==> src/rtl/evt_chan_pkg.sv <==
package evt_chan_pkg;

   localparam int N_MATCH = 2;
   localparam int N_CAPT  = 2;

   typedef enum logic [3:0] {
      MD_BASIC  = 4'd0,
      MD_WINDOW = 4'd1,
      MD_MBLOCK = 4'd2,
      MD_EBLOCK = 4'd3,
      MD_ODIS   = 4'd4
   } chan_mode_e;

   localparam logic [1:0] ACT_NONE   = 2'd0;
   localparam logic [1:0] ACT_HIGH   = 2'd1;
   localparam logic [1:0] ACT_LOW    = 2'd2;
   localparam logic [1:0] ACT_TOGGLE = 2'd3;

   function automatic chan_mode_e decode_mode(input logic [3:0] code);
      if (code > 4'd4) return MD_BASIC;
      return chan_mode_e'(code);
   endfunction

   function automatic logic apply_act(input logic [1:0] act, input logic hit, input logic cur);
      logic r;
      r = cur;
      if (hit) begin
         case (act)
            ACT_HIGH:   r = 1'b1;
            ACT_LOW:    r = 1'b0;
            ACT_TOGGLE: r = ~cur;
            default:    r = cur;
         endcase
      end
      return r;
   endfunction

endpackage

==> src/rtl/evt_match.sv <==
module evt_match #(
   parameter int TW = 24
) (
   input  logic          clk,
   input  logic          rst_n,
   input  logic [TW-1:0] tb_a,
   input  logic [TW-1:0] tb_b,
   input  logic          bus_sel,
   input  logic          ld,
   input  logic [TW-1:0] ld_val,
   input  logic          fire,
   input  logic          kill,
   output logic          cand
);
   logic [TW-1:0] val_q;
   logic          armed_q;
   logic [TW-1:0] tb_pick;

   assign tb_pick = bus_sel ? tb_b : tb_a;
   assign cand    = armed_q && (tb_pick == val_q);

   always_ff @(posedge clk or negedge rst_n) begin
      if (!rst_n) begin
         val_q   <= '0;
         armed_q <= 1'b0;
      end else if (ld) begin
         val_q   <= ld_val;
         armed_q <= 1'b1;
      end else if (fire || kill) begin
         armed_q <= 1'b0;
      end
   end
endmodule

==> src/rtl/evt_capture.sv <==
module evt_capture #(
   parameter int TW      = 24,
   parameter bit SYNC_IN = 1'b0
) (
   input  logic          clk,
   input  logic          rst_n,
   input  logic [TW-1:0] tb_a,
   input  logic [TW-1:0] tb_b,
   input  logic [1:0]    sel,
   input  logic [1:0]    edge_mode,
   input  logic          pin_in,
   input  logic          cap_ok,
   input  logic [1:0]    full,
   output logic          edge_hit,
   output logic [1:0]    take,
   output logic [TW-1:0] cap0,
   output logic [TW-1:0] cap1
);
   logic pin_s;
   logic pin_q;
   logic rise;
   logic fall;

   generate
      if (SYNC_IN) begin : g_sync
         logic [1:0] sync_q;
         always_ff @(posedge clk or negedge rst_n) begin
            if (!rst_n) sync_q <= '0;
            else        sync_q <= {sync_q[0], pin_in};
         end
         assign pin_s = sync_q[1];
      end else begin : g_direct
         assign pin_s = pin_in;
      end
   endgenerate

   always_ff @(posedge clk or negedge rst_n) begin
      if (!rst_n) pin_q <= 1'b0;
      else        pin_q <= pin_s;
   end

   assign rise     = pin_s & ~pin_q;
   assign fall     = ~pin_s & pin_q;
   assign edge_hit = (edge_mode[0] & rise) | (edge_mode[1] & fall);
   assign take[0]  = cap_ok & ~full[0];
   assign take[1]  = cap_ok & full[0] & ~full[1];

   always_ff @(posedge clk or negedge rst_n) begin
      if (!rst_n) begin
         cap0 <= '0;
         cap1 <= '0;
      end else begin
         if (take[0]) cap0 <= sel[0] ? tb_b : tb_a;
         if (take[1]) cap1 <= sel[1] ? tb_b : tb_a;
      end
   end
endmodule

==> src/rtl/evt_mode.sv <==
module evt_mode
   import evt_chan_pkg::*;
(
   input  logic       clk,
   input  logic       rst_n,
   input  logic [3:0] mode_code,
   input  logic [1:0] cand,
   input  logic       edge_hit,
   input  logic       rearm,
   output logic [1:0] fire,
   output logic [1:0] kill,
   output logic       cap_ok,
   output logic       oe
);
   chan_mode_e md;
   logic       win_q;
   logic       trip;

   assign md = decode_mode(mode_code);

   always_comb begin
      fire   = cand;
      kill   = 2'b00;
      cap_ok = edge_hit;
      trip   = 1'b0;
      case (md)
         MD_WINDOW: cap_ok = edge_hit & win_q;
         MD_MBLOCK: begin
            fire[0] = cand[0] & ~cand[1];
            kill[0] = cand[1];
         end
         MD_EBLOCK: begin
            fire = cand & ~{2{edge_hit}};
            kill = {2{edge_hit}};
         end
         MD_ODIS: begin
            cap_ok = edge_hit & win_q;
            trip   = edge_hit & ~win_q;
         end
         default: ;
      endcase
   end

   always_ff @(posedge clk or negedge rst_n) begin
      if (!rst_n) begin
         win_q <= 1'b0;
         oe    <= 1'b1;
      end else begin
         win_q <= (win_q | fire[0]) & ~fire[1];
         if (trip)       oe <= 1'b0;
         else if (rearm) oe <= 1'b1;
      end
   end
endmodule

==> src/rtl/evt_chan.sv <==
module evt_chan
   import evt_chan_pkg::*;
#(
   parameter int TW       = 24,
   parameter bit PIN_INIT = 1'b0,
   parameter bit SYNC_IN  = 1'b0
) (
   input  logic          clk,
   input  logic          rst_n,
   input  logic [TW-1:0] tb_a,
   input  logic [TW-1:0] tb_b,
   input  logic [3:0]    cfg_mode,
   input  logic [3:0]    cfg_bus_sel,
   input  logic [1:0]    cfg_act0,
   input  logic [1:0]    cfg_act1,
   input  logic [1:0]    cfg_edge,
   input  logic [1:0]    ld_m,
   input  logic [TW-1:0] ld_val,
   input  logic [3:0]    flg_clr,
   input  logic          pin_in,
   output logic          pin_out,
   output logic          pin_oe,
   output logic [3:0]    flg,
   output logic [TW-1:0] cap0_val,
   output logic [TW-1:0] cap1_val
);
   localparam int N_FLG = N_MATCH + N_CAPT;

   generate
      if (TW < 2 || TW > 32) begin : g_bad_tw
         $error("evt_chan: TW must lie in 2..32");
      end
   endgenerate

   logic [N_MATCH-1:0] m_cand;
   logic [N_MATCH-1:0] m_fire;
   logic [N_MATCH-1:0] m_kill;
   logic [N_CAPT-1:0]  cap_take;
   logic               edge_hit;
   logic               cap_ok;
   logic [N_FLG-1:0]   flg_q;
   logic [N_FLG-1:0]   flg_set;
   logic               pin_q;

   for (genvar gi = 0; gi < N_MATCH; gi++) begin : g_match
      evt_match #(.TW(TW)) u_match (
         .clk     (clk),
         .rst_n   (rst_n),
         .tb_a    (tb_a),
         .tb_b    (tb_b),
         .bus_sel (cfg_bus_sel[gi]),
         .ld      (ld_m[gi]),
         .ld_val  (ld_val),
         .fire    (m_fire[gi]),
         .kill    (m_kill[gi]),
         .cand    (m_cand[gi])
      );
   end

   evt_capture #(.TW(TW), .SYNC_IN(SYNC_IN)) u_capt (
      .clk       (clk),
      .rst_n     (rst_n),
      .tb_a      (tb_a),
      .tb_b      (tb_b),
      .sel       (cfg_bus_sel[3:2]),
      .edge_mode (cfg_edge),
      .pin_in    (pin_in),
      .cap_ok    (cap_ok),
      .full      (flg_q[3:2]),
      .edge_hit  (edge_hit),
      .take      (cap_take),
      .cap0      (cap0_val),
      .cap1      (cap1_val)
   );

   evt_mode u_mode (
      .clk       (clk),
      .rst_n     (rst_n),
      .mode_code (cfg_mode),
      .cand      (m_cand),
      .edge_hit  (edge_hit),
      .rearm     (ld_m[0]),
      .fire      (m_fire),
      .kill      (m_kill),
      .cap_ok    (cap_ok),
      .oe        (pin_oe)
   );

   assign flg_set = {cap_take, m_fire};

   always_ff @(posedge clk or negedge rst_n) begin
      if (!rst_n) begin
         flg_q <= '0;
         pin_q <= PIN_INIT;
      end else begin
         flg_q <= flg_set | (flg_q & ~flg_clr);
         pin_q <= apply_act(cfg_act1, m_fire[1], apply_act(cfg_act0, m_fire[0], pin_q));
      end
   end

   assign flg     = flg_q;
   assign pin_out = pin_q;
endmodule

==> config.mk <==
export PLATFORM = sky130hd
export DESIGN_NAME = evt_chan
export DESIGN_NICKNAME = d
export VERILOG_FILES = /design/src/rtl/evt_chan_pkg.sv /design/src/rtl/evt_match.sv /design/src/rtl/evt_capture.sv /design/src/rtl/evt_mode.sv /design/src/rtl/evt_chan.sv
export SDC_FILE = /design/constraint.sdc
export NUM_CORES = 1
export LEC_CHECK = 0
export ABC_CLOCK_PERIOD_IN_PS = 2400
export BUFFER_PORTS_ARGS = -buffer_cell sky130_fd_sc_hd__buf_4
export CAP_MARGIN = 20
export CORE_MARGIN = 3
export CORE_UTILIZATION = 40
export CTS_BUF_LIST = sky130_fd_sc_hd__clkbuf_2 sky130_fd_sc_hd__clkbuf_4 sky130_fd_sc_hd__clkbuf_8
export CTS_CLUSTER_DIAMETER = 30
export DETAILED_ROUTE_END_ITERATION = 7
export PLACE_DENSITY_LB_ADDON = 0.08
export SLEW_MARGIN = 40
export SYNTH_ARGS = -nofsm -noshare
export SYNTH_HDL_FRONTEND = slang
export SYNTH_SLANG_ARGS = --single-unit
==> constraint.sdc <==
create_clock -name clk -period 2.4 [get_ports clk]
set_input_delay 0.48 -clock clk [delete_from_list [all_inputs] [get_ports clk]]
set_output_delay 0.48 -clock clk [all_outputs]
set_load 0.05 [all_outputs]
**Word level (Yosys, flattened, before mapping)**

Cells that the tools add are included.

- Bits in registers: 106
- Latch bits: 0
- RAM bits: 0
- Bits in read-only memories: 0
- Bits of input ports: 95
- Output and inout bits: 54
- Logic and storage cells: 82
- Memories kept: 0

- $add $sub $neg: 0
- $mul: 0
- Div/mod/pow operators: 0
- Order comparisons: 1
- Equality and inequality tests: 12
- Shifts and indexed selects: 0
- Multiplexer cells: 23
- Bitwise operators: 27
- Reductions and logical operators: 8

Operators with widths:

| cell | number |
|---|---|
| two-way mux 24 bit | 4 |
| == test 24 bit | 2 |
| two-way mux 1 bit | 13 |
| AND 1 bit | 11 |
| NOT 1 bit | 9 |
| == test 2 bit (second input constant) | 4 |
| == test 4 x 2 -> 1 bit (second input constant) | 2 |
| two-way mux 4 bit | 2 |
| case mux 1 bit (3 select lines) | 2 |
| nonzero test 2 bit | 3 |
| AND 4 bit | 1 |
| == test 2 x 1 -> 1 bit (second input constant) | 2 |
| == test 4 x 1 -> 1 bit (second input constant) | 1 |
| == test 4 x 3 -> 1 bit (second input constant) | 1 |
| greater-than comparator 4 x 3 -> 1 bit (second input constant) | 1 |
| NOT 4 bit | 1 |
| OR 4 bit | 1 |
| case mux 1 bit (2 select lines) | 2 |
| AND 2 bit | 1 |
| logical AND 1 bit | 2 |
| logical OR 1 bit | 2 |
| NOT 2 bit | 1 |
| OR 1 bit | 2 |
| OR reduction 2 bit | 1 |

**Longest topological paths before layout**

Gate-level depths: netlist of run 1.

- Depth after elaboration: 11
- Depth in mapped cells: 9
- Depth with buffers taken out: 7

**Modules after synthesis**

From an unflattened synthesis of run 1, not the netlist that was laid out.

- Cell total of the unflattened synthesis: 426
- Area, all modules: 6058.3 µm²

Modules (own cells, without submodules):

| module | instances | cells each | area an instance (µm²) | sequential area each (µm²) |
|---|---|---|---|---|
| evt_match | 2 | 114 | 1458.9 | 625.6 |
| evt_capture | 1 | 162 | 2788.9 | 1226.2 |
| evt_chan | 1 | 18 | 202.7 | 125.1 |
| evt_mode | 1 | 18 | 148.9 | 51.3 |

**Worst setup path after synthesis of run 1**

OpenSTA, ideal clock, no wires.

- Path kind: input -> register
- Start point: input port cfg_bus_sel[0]
- End point: register g_match[0].u_match.armed_q
- Library setup time: 120 ps
- Arrival time: 2513 ps
- Data required time: 2280 ps
- Setup slack: -233 ps
- Cell stages on the path: 9
- Buffers on the path: 2
- Path through: clkbuf_1 -> buf_1 -> mux2i_1 -> xor2_1 -> nand4_1 -> nor4_1 -> and2_1 -> inv_1 -> a31o_2

- Longest elaborated chain between the ends: 7
- Elaborated cells between the ends (all ways): 8
- Classes of those cells: eq/ne (1); mux (2); bitwise (2); reduce/logical (3)

RTL lines:

| what | line | RTL |
|---|---|---|
| start: declaration | evt_chan.sv:13 | `input logic [3:0] cfg_bus_sel,` |
| two-way mux 24 bit * | evt_match.sv:19 | `assign tb_pick = bus_sel ? tb_b : tb_a;` |
| == test 24 bit * | evt_match.sv:20 | `assign cand = armed_q && (tb_pick == val_q);` |
| logical AND 1 bit * | evt_match.sv:20 |  |
| AND 2 bit / AND 1 bit (equally long branches) | evt_mode.sv:33, evt_mode.sv:29 |  |
| case mux 1 bit (2 select lines) * | evt_mode.sv:26 | `case (md)` |
| logical OR 1 bit * | evt_match.sv:29 | `end else if (fire \|\| kill) begin` |
| nonzero test 2 bit (no line) * | - |  |
| end signal: assignment | evt_match.sv:25 | `armed_q <= 1'b0;` |
| end signal: assignment | evt_match.sv:28 | `armed_q <= 1'b1;` |
| end signal: assignment | evt_match.sv:30 | `armed_q <= 1'b0;` |
| end: declaration | evt_match.sv:16 | `logic armed_q;` |

Every way passes the cells marked *; elsewhere a longest branch is shown, timed or not.
A chain may end at the register's enable or synchronous reset.

**Final worst setup path of run 1**

- Start point: input port cfg_bus_sel[1]
- End point: register pin_q (netlist: pin_out)

- Longest elaborated chain between the ends: 10
- Elaborated cells between the ends (all ways): 12
- Classes of those cells: eq/ne (1); mux (6); bitwise (4); reduce/logical (1)

RTL lines:

| what | line | RTL |
|---|---|---|
| two-way mux 24 bit * | evt_match.sv:19 |  |
| == test 24 bit * | evt_match.sv:20 |  |
| logical AND 1 bit * | evt_match.sv:20 |  |
| NOT 1 bit | evt_mode.sv:29 | `fire[0] = cand[0] & ~cand[1];` |
| AND 1 bit | evt_mode.sv:29 |  |
| case mux 1 bit (2 select lines) | evt_mode.sv:26 |  |
| two-way mux 1 bit | evt_chan_pkg.sv:27 | `if (hit) begin` |
| NOT 1 bit | evt_chan_pkg.sv:31 | `ACT_TOGGLE: r = ~cur;` |
| case mux 1 bit (3 select lines) | evt_chan_pkg.sv:28 | `case (act)` |
| two-way mux 1 bit * | evt_chan_pkg.sv:27 |  |
| end signal: assignment | evt_chan.sv:97 | `pin_q <= apply_act(cfg_act1, m_fire[1], apply_act(cfg_act0, m_fire[0], pin_q));` |
| end: declaration | evt_chan.sv:43 | `logic pin_q;` |

Marks and branches as above.

==> run metrics, run 1 <==
outcome=finished clean; most used cell, CP=buf_4; Die H=124 um; YS warnings=0; clock tree root buffer cell=clkbuf_8; # DRC=0; dominant cells by area after synthesis=dfrtp_1 (47%), mux2i_1 (18%), mux2_2 (9.7%); Setup Slack @ Placement=-240 ps; Rel. slew slack=0.710; CTS Buf Count=9; Synth cell types=36; Final HPWL DP=12100 um; Mapped Cells=490; Final Cycle Share=0.942; FP Rows=42; Worst Reg2Reg Path Length in Cells=7; PD cells=847 nW/um2; Initial DRT Pass Iterations=4; chip width=124 um; Tightest Pin Transition=435 ps; CP arrival=2530 ps; total track usage=0.205; Max Cap Violations=0; Seq/Total Area, Yosys=0.478; crit path max fanout=10; Vias=4220; Final Hold Fails=0; # placed instances=807; DR WL/cell=18.8 um; area leader, netlist=dfrtp_1; final setup fails=0; Setup crit end=pin_out; Final Skew=8.69 ps; CP peak stage delay=410 ps; Hold Slack=209 ps; Fin Setup TNS=0 ps; Req. time, crit path=2670 ps; first-pass GRT wire length=23000 um; Hold Crit Class=input port to flop; FF+latch count, synth=106; number of global-route vias before repair=4051; CP cell instances=buf_4 -> buf_12 -> mux2i_1 -> xnor2_1 -> nor4_1 -> nand4_1 -> buf_4 -> o41a_1 -> a22oi_1 -> o211ai_2; RePlAce Congestion=0.836; Initial Utilization=0.414; Post-Route WL=15500 um; setup ws final=140 ps; R2R Setup Slk=350 ps; fraction of registers with async set/reset=1.00; R2R Path End=pin_out; Setup Buffers After CTS=0; max-slew violations=0; Port-buffer cells=148; EDFF count, synth=0; Antenna Nets Post-Route=0; pin count of the biggest net entering global routing=66; layout cells sized above 1=0.369; Core Area=13400 um2; Post-Syn Area per Cell=11.3 um2; total grt overflow=0; Syn Nets=585; Post-synth top cells=dfrtp_1 (105), mux2i_1 (97), nor2_1 (53); final std cells w/o fill=823; crit path kind=input port to flop; clk buf depth=2; RSZ-0062 raised after global routing=no; Worst path slowest cell=o41a_1; Max Clock Freq=442 MHz; CTS sink cnt=106; CTS H-Tree Depth=3; Synth-to-Final Area Change=29.2%; Worst-path clk slew=90 ps; maximum vdd drop=0.381 mV; antenna cells=0; Skew-Pair Late Insertion Delay=390 ps; Synth Flop Type=dfrtp_1; Tmin final=2260 ps; startpoint class of the critical path=input port; post-synth top area share=0.474; crit end category=flop; Final nets=738; Overall Power=6070 uW; mapped cell area=5550 um2; antenna violations before repair=0; worst flop-to-flop path startpoint=g_match[1].u_match.val_q[13]; Initial DRC Count=286; IO Pins=149; drt via density=5.13; CP startpoint=cfg_bus_sel[1]; die area=15300 um2; CTS tree=built; most common cell in the netlist=dfrtp_1; static leakage=0.00337 uW
## worst min path at each step
stage                       from             end  slack (ps)  depth (start not counted)
final                     pin_in    u_capt.pin_q         210                          1
after global routing      pin_in    u_capt.pin_q         180                          1
after CTS                 pin_in    u_capt.pin_q         170                          1
after detailed placement   rst_n  u_capt.cap1[3]         350                          1
after global placement     rst_n  u_capt.cap1[2]         350                          1
after floorplan            rst_n          flg[0]         180                          0
## flip-flops by register name, indices dropped and copies added (netlist names)
name	cells
u_mode.oe	1
u_mode.win_q	1
g_match.u_match.val_q	48
u_capt.cap1	24
pin_out	1
u_capt.cap0	24
g_match.u_match.armed_q	2
u_capt.pin_q	1
flg	4
## report_power, final
group / switching [uW] / internal [uW]
Combinational: 1660 / 876
Sequential: 249 / 2160
Clock: 600 / 526
Total: 2510 / 3560
## worst max-delay path, delay by kind of cell
family,cells,cell delay (ps)
simple gates,2,460
xor+xnor,1,90
mux,1,210
buf+inv,3,570
compound gates,3,720
## cell families (layout without fill, tap and decap cells)
group / count (synthesis) / count (layout) / synth area share
AOI/OAI and AO/OA: 65 / 65 / 0.0681
xor gates and xnor gates: 49 / 49 / 0.0774
buffers and inverters: 35 / 192 / 0.0293
DFF: 106 / 106 / 0.478
muxes: 145 / 145 / 0.272
and+or+nand+nor: 90 / 90 / 0.0744
## stage by stage
step	util	cell area [um2]
floorplan	-	5550
global placement	0.519	6960
detailed placement	0.519	6960
CTS	0.534	7160
global route	0.535	7170
finish	0.535	7170
## area by class of cell
type | count | area, um2
Clock buffer | 12 | 153
Clock inverter | 3 | 40.0
Fill cell | 1248 | 6230
Inverter | 7 | 26.3
Multi-Input combinational cell | 349 | 2750
Sequential cell | 106 | 2650
Tap cell | 176 | 220
Timing Repair Buffer | 170 | 1330
## layer usage
layer  vias up  routed length [um]  global-route usage
li1       2041                   -                   -
met1      2043                7280               0.300
met2       121                7030               0.300
met3        15                 927              0.0504
met4         0                 257              0.0630
met5         -                   0                   0
## what timing repair did
item,in CTS,in global routing
endpoints found under the hold margin,14,0
gates resized for setup,0,1
hold buffers,1,0
setup endpoints to repair,0,1
## cells in the final DEF, fill, tap and decap left out, types with 2 or more instances in the layout
cell type / count
a31oi_1: 2
nand2_1: 8
xor2_1: 29
o41a_1: 2
a21oi_1: 49
buf_12: 4
clkbuf_4: 2
nor2_1: 52
clkinv_2: 2
buf_4: 165
xnor2_1: 20
nand4_1: 7
nand3_1: 6
dfrtp_1: 105
inv_1: 7
o21ai_0: 2
clkbuf_8: 10
nor3_1: 2
mux2_2: 48
and2_1: 2
nor4_1: 5
o31a_1: 2
mux2i_1: 97
a21o_1: 2
Power figures use the tool's default switching activity.
==> run 2, diff against run 1 <==
--- a/config.mk
+++ b/config.mk
@@ -13,7 +13,6 @@
 export CTS_BUF_LIST = sky130_fd_sc_hd__clkbuf_2 sky130_fd_sc_hd__clkbuf_4 sky130_fd_sc_hd__clkbuf_8
 export CTS_CLUSTER_DIAMETER = 30
 export DETAILED_ROUTE_END_ITERATION = 7
-export PLACE_DENSITY_LB_ADDON = 0.08
 export SLEW_MARGIN = 40
 export SYNTH_ARGS = -nofsm -noshare
 export SYNTH_HDL_FRONTEND = slang
==> run metrics, run 2 (synthesis gave the netlist of run 1 again) <==
outcome=finished clean; total track usage=0.213; total grt overflow=0; # DRC=0; Worst-path clk slew=100 ps; multi-input logic area=2740 um2; Overall Power=6150 uW; Seq. cell area=2650 um2; RSZ-0062 raised after global routing=no; Die H=124 um; Vias=4288; max reg flops=48; clock tree root buffer cell=clkbuf_8; Max Clock Freq=457 MHz; DR WL/cell=19.1 um; CP cell instances=buf_4 -> buf_12 -> mux2i_1 -> xnor2_1 -> nor4_1 -> nand4_1 -> buf_4 -> o41a_1 -> a22oi_1 -> o211ai_2; IO Pins=149; Initial DRC Count=206; crit end category=flop; FP Rows=42; most used cell, CP=buf_4; Synth-to-Final Area Change=30.4%; first-pass GRT wire length=24200 um; antenna cells=0; Final Hold Fails=0; layout cells sized above 1=0.376; Antenna Nets Post-Route=0; clk buf depth=2; die area=15300 um2; max-slew violations=0; PD cells=851 nW/um2; RePlAce Congestion=0.898; Skew-Pair Late Insertion Delay=380 ps; Fin Setup TNS=0 ps; crit path max fanout=14; Tightest Pin Transition=555 ps; Worst path slowest cell=o41a_1; chip width=124 um; Initial Utilization=0.414; maximum vdd drop=0.349 mV; Core Area=13400 um2; final setup fails=0; Setup Buffers After CTS=0; antenna violations before repair=0; largest registers=g_match.u_match.val_q: 48 flops, u_capt.cap0: 24 flops, u_capt.cap1: 24 flops; Hold Crit Class=input port to asynchronous set/reset pin; Worst Path Buf+Inv=3; Biggest register=g_match.u_match.val_q; CP arrival=2440 ps; Final HPWL DP=12500 um; crit path kind=input port to flop; pin count of the biggest net entering global routing=41; hold-fix buffers at CTS=0; CTS-repair resized insts=0; static leakage=0.00341 uW; Post-Route WL=15800 um; Final Skew=12.9 ps; Max Cap Violations=0; Rel. slew slack=0.630; Layout fillers=1227; Tmin final=2190 ps; Final nets=744; CTS Buf Count=9; CTS H-Tree Depth=3; leading cell type in the layout, fill and taps excluded=buf_4; Req. time, crit path=2660 ps; startpoint class of the critical path=input port; Port-buffer cells=148; Initial DRT Pass Iterations=4; CP peak stage delay=410 ps; Final Cycle Share=0.912; CTS tree=built; drt via density=5.17; CTS sink cnt=106; CP delay by family, top=compound AO/OA/AOI/OAI gates; number of global-route vias before repair=4286; commonest non-fill, non-tap cells in the layout=buf_4 (172), dfrtp_1 (105), mux2i_1 (97), nor2_1 (52), a21oi_1 (49)
==> run 2: changes by cell type in the layout (fill, tap and decap cells not counted), sizes merged <==
cell and change:
buf +7, clkbuf +1, clkinvlp +1, dlygate4sd3 -1
clkinv -1
==> run 2: layout make-up <==
class | count | area share
Timing Repair Buffer | 176 | 0.190
Clock buffer | 13 | 0.0239
Clock inverter | 3 | 0.00640
Tap cell | 176 | 0.0304
Inverter | 7 | 0.00363
Multi-Input combinational cell | 349 | 0.379
Sequential cell | 106 | 0.367
==> run 2: metrics by stage <==
stage          instance area, um2  hold slack [ps]  setup WS (ps)   util  instances
6_report                     7230             66.9            211  0.540        830
5_1_grt                      7230             90.0           49.0  0.540        830
4_1_cts                      7230             64.4            239  0.540        830
3_5_place_dp                 7020              470           -172  0.524        814
3_3_place_gp                 7020              463           -135  0.524        814
2_1_floorplan                5550              184           42.6      -        490
==> run 2: final timing paths <==
path,to,cells after the start,slack (ps),start
max,pin_out,10,210,cfg_bus_sel[1]
max in group asynchronous,u_mode.oe,2,1710,rst_n
min,u_capt.pin_q,1,70,rst_n
min in group clk,u_capt.pin_q,1,210,pin_in
min reg2reg,flg[1],1,490,flg[1]
max reg2reg,pin_out,7,340,g_match[1].u_match.val_q[13]
==> run 2: report_power, final <==
group	switching [uW]	total (uW)	internal, uW
Clock	609	1190	582
Combinational	1670	2550	882
Sequential	254	2410	2160
Total	2530	6150	3620
==> run 2: per-layer routing <==
metal  up-vias  share of wire  global-route usage
met2       119           0.45               0.324
li1       2052              -                   -
met4         0          0.026              0.0803
met1      2089           0.48               0.308
met3        28          0.046              0.0291
met5         -              0                   0
